[config.mk]
export PLATFORM = sky130hd
export DESIGN_NAME = ssc_profile_gen
export DESIGN_NICKNAME = d
export VERILOG_FILES = /design/src/rtl/ssc_pkg.sv /design/src/rtl/ssc_tick_ctrl.sv /design/src/rtl/ssc_depth_path.sv /design/src/rtl/ssc_profile_gen.sv
export SDC_FILE = /design/constraint.sdc
export NUM_CORES = 1
export LEC_CHECK = 0
export CAP_MARGIN = 20
export CORE_MARGIN = 1.5
export CORE_UTILIZATION = 50
export DETAILED_ROUTE_END_ITERATION = 16
export DONT_BUFFER_PORTS = 1
export PLACE_DENSITY = 0.67
export SLEW_MARGIN = 20
export SYNTH_ARGS = -nofsm -noshare
export SYNTH_HDL_FRONTEND = slang
export SYNTH_SLANG_ARGS = --single-unit
[constraint.sdc]
create_clock -name clk -period 3.2 [get_ports clk]
set_input_delay 0.16 -clock clk [delete_from_list [all_inputs] [get_ports clk]]
set_output_delay 0.16 -clock clk [all_outputs]
set_load 0.01 [all_outputs]
[src/rtl/ssc_pkg.sv]
package ssc_pkg;
  // Strobes passed from the timing control to the depth datapath.
  typedef struct packed {
    logic step;   // apply one profile step on this edge
    logic clear;  // spreading is off: return depth and direction to rest
  } ssc_strobe_t;
endpackage

[src/rtl/ssc_tick_ctrl.sv]
module ssc_tick_ctrl
  import ssc_pkg::*;
#(
  parameter int UNIT_CYCLES = 56,
  parameter int IVL_W       = 6
) (
  input  logic             clk,
  input  logic             rst_n,
  input  logic             enable,
  input  logic [IVL_W-1:0] intervalCfg,
  output ssc_strobe_t      strobe
);
  localparam int PRE_W = (UNIT_CYCLES > 1) ? $clog2(UNIT_CYCLES) : 1;
  localparam logic [PRE_W-1:0] PRE_LAST = PRE_W'(UNIT_CYCLES - 1);

  logic [PRE_W-1:0] preCnt;
  logic [IVL_W-1:0] unitCnt;
  logic [IVL_W-1:0] unitLast;
  logic             unitTick;
  logic             stepHit;

  // A zero interval is treated as a single unit.
  assign unitLast = (intervalCfg == '0) ? '0 : intervalCfg - IVL_W'(1);
  assign unitTick = enable && (preCnt == PRE_LAST);
  // The >= comparison keeps the counter from running past a shrunk interval.
  assign stepHit  = unitTick && (unitCnt >= unitLast);

  always_ff @(posedge clk) begin
    if (!rst_n || !enable) begin
      preCnt  <= '0;
      unitCnt <= '0;
    end else begin
      preCnt <= unitTick ? '0 : preCnt + PRE_W'(1);
      if (stepHit)       unitCnt <= '0;
      else if (unitTick) unitCnt <= unitCnt + IVL_W'(1);
    end
  end

  assign strobe.step  = stepHit;
  assign strobe.clear = !enable;
endmodule

[src/rtl/ssc_depth_path.sv]
module ssc_depth_path
  import ssc_pkg::*;
#(
  parameter int DEPTH_W = 8,
  parameter int SLOPE_W = 4
) (
  input  logic               clk,
  input  logic               rst_n,
  input  ssc_strobe_t        strobe,
  input  logic               pendulum,
  input  logic [SLOPE_W-1:0] upStep,
  input  logic [SLOPE_W-1:0] downStep,
  input  logic [DEPTH_W-1:0] peakLimit,
  output logic [DEPTH_W-1:0] depth
);
  localparam int SUM_W = DEPTH_W + 1;

  logic               falling;
  logic [SLOPE_W-1:0] downMag;
  logic [SUM_W-1:0]   riseSum;
  logic               reachPeak;
  logic               reachZero;

  // Negating the two's-complement field gives the fall magnitude.
  assign downMag   = ~downStep + SLOPE_W'(1);
  assign riseSum   = {1'b0, depth} + SUM_W'(upStep);
  assign reachPeak = riseSum >= {1'b0, peakLimit};
  assign reachZero = {1'b0, depth} <= SUM_W'(downMag);

  always_ff @(posedge clk) begin
    if (!rst_n || strobe.clear) begin
      depth   <= '0;
      falling <= 1'b0;
    end else if (strobe.step) begin
      if (!falling) begin
        if (reachPeak) begin
          depth   <= peakLimit;
          falling <= 1'b1;
        end else begin
          depth <= riseSum[DEPTH_W-1:0];
        end
      end else if (!pendulum || reachZero) begin
        depth   <= '0;
        falling <= 1'b0;
      end else begin
        depth <= depth - DEPTH_W'(downMag);
      end
    end
  end
endmodule

[src/rtl/ssc_profile_gen.sv]
module ssc_profile_gen
  import ssc_pkg::*;
#(
  parameter int UNIT_CYCLES = 56,
  parameter int IVL_W       = 6,
  parameter int DEPTH_W     = 8,
  parameter int SLOPE_W     = 4
) (
  input  logic                      clk,
  input  logic                      rst_n,
  input  logic                      spreadEn,
  input  logic                      profileSel,
  input  logic [2*SLOPE_W-1:0]      slopeCfg,
  input  logic [IVL_W-1:0]          intervalCfg,
  input  logic [DEPTH_W-1:0]        peakLimit,
  output logic signed [DEPTH_W:0]   offsetOut,
  output logic                      spreadOn
);
  ssc_strobe_t        strobe;
  logic [DEPTH_W-1:0] depth;

  ssc_tick_ctrl #(.UNIT_CYCLES(UNIT_CYCLES), .IVL_W(IVL_W)) ctrl_i (
    .clk(clk), .rst_n(rst_n), .enable(spreadEn),
    .intervalCfg(intervalCfg), .strobe(strobe)
  );

  ssc_depth_path #(.DEPTH_W(DEPTH_W), .SLOPE_W(SLOPE_W)) path_i (
    .clk(clk), .rst_n(rst_n), .strobe(strobe), .pendulum(profileSel),
    .upStep(slopeCfg[2*SLOPE_W-1:SLOPE_W]), .downStep(slopeCfg[SLOPE_W-1:0]),
    .peakLimit(peakLimit), .depth(depth)
  );

  always_ff @(posedge clk) begin
    if (!rst_n) spreadOn <= 1'b0;
    else        spreadOn <= spreadEn;
  end

  // Spread is downward only: the offset is the negated depth.
  assign offsetOut = $signed((DEPTH_W+1)'(0) - {1'b0, depth});
endmodule

==> flow_metrics.tcl <==
set metrics [dict create \
    drv_cap 0 \
    drtIter0Drc 51 \
    finalSetupTns_ps 0 \
    min_period_ps 3047 \
    synth.cell_area_um2 2087 \
    cp_max_fo 6 \
    wl_um 4512 \
    dr.pass1.iters 5 \
    powerDensity_nw_per_um2 269.9 \
    final_antenna_net_count 0 \
    ir_drop_mv 0.1796 \
    yosys_register_bits 22 \
    period_share_pct 95.21 \
    crit_path_end_kind "register" \
    worst_ep_arrival_time_ps 3240 \
    synthTopCellsByArea "dfxtp_1 21%, ha_1 17%, xnor2_1 6.3%" \
    vias_per_cell 5.764 \
    slew_headroom_pct 59.75 \
    cts.sinks 22 \
    status "complete, no violations" \
    post_drt_wl_per_cell_um 14.60 \
    synth-seq-area-share_pct 21.10 \
    setup_violations 0 \
    async_reset_ff_share_pct 0 \
    die_y_um 67.61 \
    ys.flop_type "dfxtp_1" \
    synthXorXnorAreaFrac_pct 12.17 \
    drc 0 \
    slowest_stage "or3b_2" \
    drive_gt1_share_pct 11.97 \
    yosysTopAreaCellShare_pct 21.10 \
    cp.required_ps 3390 \
    cts_tree "done" \
    antenna_found_initial 0 \
    num_io_pins 36 \
    layout.nets 316 \
    cts-htree-levels 1 \
    syn_inst 251 \
    start_kind "register" \
    synth_top_family_by_area "simple AND/OR/NAND/NOR gates" \
    coreArea_um2 4000 \
    path_cells "ha_1, fa_1, a21o_2, a21oi_1, xnor2_1, ha_1, o211ai_1, o31ai_4, a31oi_2, or3b_2, a31oi_1" \
    yosys_warnings 0 \
    synthMuxAreaShare_pct 2.878 \
    synth_compound_area_share_pct 18.76 \
    grt_pass1_vias 1595 \
    die-area_um2 4570 \
    synth_top_cell_by_area "dfxtp_1" \
    grt-ovfl-total 0 \
    row_count 23 \
    grt_pass1_wl_um 7120 \
    slowest_delay_ps 470 \
    layout_setup_ws_ps 153.2 \
    reg2reg_depth 11 \
    fmax_mhz 328.2 \
    diodes 0 \
    clk_pin_slew_ps 80 \
    die_w_um 67.61 \
    dp.final_hpwl_um 3594 \
    syn_nets 307 \
    final_util_pct 57.71 \
    vias 1781 \
    worstSkewPairLatency_ps 260 \
    critical-path-top-delay-family "compound AO/OA/AOI/OAI gates" \
    critPathKind "reg -> reg" \
    numCtsBuffers 3 \
    grt_usage_pct 20.24 \
    synth_simple_gate_area_share_pct 20.20 \
    grt_max_degree 21 \
    start_util_pct 52.17 \
    fin_worst_skew_ps 6.699 \
    syn_to_final_growth_pct 10.61 \
    hold_class "in -> reg" \
    worst-slew-pin-transition_ps 602.2 \
    cp.depth 11 \
    dpl_worst_slack_ps -3.218 \
    avgSynthCellArea_um2 8.315 \
    cts-root-buf "clkbuf_8" \
    fillers 371 \
    final_hold_viol_count 0 \
    hold_depth 2 \
    synth-adder-area-share_pct 18.71 \
    path_buf_inv 0 \
    place.gp.congestion 0.8267 \
    maxSlewViolCount 0 \
    io_buffer_count 0 \
    cts_hold_buf 0 \
    cts_max_path_buffers 2 \
    synth_edf_count 0 \
    synth.distinct_cells 53 \
    p_leak_nw 1.036 \
    cpMostUsedCell "ha_1" \
]
## flip-flops by register name (all words and copies together), names as in the netlist
| register | cells |
|---|---|
| ctrl_i.preCnt | 6 |
| ctrl_i.unitCnt | 6 |
| path_i.falling | 1 |
| path_i.depth | 8 |
| spreadOn | 1 |
## routing by layer
layer	track usage [%]	routed length, um
met3	5.000	213
met2	35.78	2277
met5	0	0
met4	2.296	12
met1	25.35	2008
## report_power, final
group	internal [mW]	switching (mW)
combinational	0.0391	0.0485
sequential	0.275	0.00124
clock	0.167	0.0918
## repair_timing
action,in CTS,in global routing
pin swaps,0,4
endpoints found under the setup margin,3,7
gates cloned,0,1
buffers inserted,0,1
resized for setup,2,4
## area by class of cell
cell class	instances	area, um^2	area share [%]
clock inverters	1	30.03	1.301
multi-input cells	200	1565	67.80
flip-flops and latches	22	440.4	19.08
inverters	21	78.83	3.415
clock buffers	3	41.29	1.789
well taps	50	62.56	2.710
repair buffers	12	90.09	3.902
## cells by family after synthesis
kind of cell / after synthesis
AO/OA/AOI/OAI: 54
XOR/XNOR: 29
flip-flops: 22
adder cells (fa/ha/maj): 30
multiplexers: 6
buffers and inverters: 30
AND/OR/NAND/NOR: 80
## cell usage after synthesis, drive strengths merged (7+ instances only)
cell     n
a31oi    8
dfxtp   22
ha      28
inv     20
nand2   10
nand2b   9
nand3   11
nor2    23
nor3     7
o211ai   7
o21ai   10
xnor2   15
xor2    14
## path summary, 6_finish.rpt
check	start	end	slack, ps
setup / recovery	path_i.depth[0]	path_i.depth[0]	150
hold / removal	rst_n	ctrl_i.preCnt[2]	120
setup reg to reg	path_i.depth[0]	path_i.depth[0]	150
hold reg to reg	ctrl_i.preCnt[0]	ctrl_i.preCnt[0]	440
## cell usage in the layout (no fill, tap or decap), drive strengths merged, types with 2 or more instances in the layout
master	n
ha	28
nor2	23
dfxtp	22
inv	20
xnor2	15
xor2	14
buf	12
nand3	11
nand2	10
o21ai	10
nand2b	9
a31oi	9
nor3	7
o211ai	7
a21oi	6
mux2i	6
o21a	4
a21o	4
and2	3
clkbuf	3
nor3b	3
a211oi	3
or3	3
nand4	2
and4	2
nor2b	2
fa	2
a311o	2
## metrics by stage
stage	cells	total power [mW]	hold WS, ps	area (um^2)
after floorplan	251	0.3478	342.3	2087
after global placement	303	0.3628	383.3	2182
after detailed placement	303	0.3645	389.6	2182
after CTS	307	0.6248	120.4	2267
after global routing	309	0.6530	110.0	2308
final	309	0.6231	121.2	2308
No activity file was read; power rests on OpenSTA's default activity.
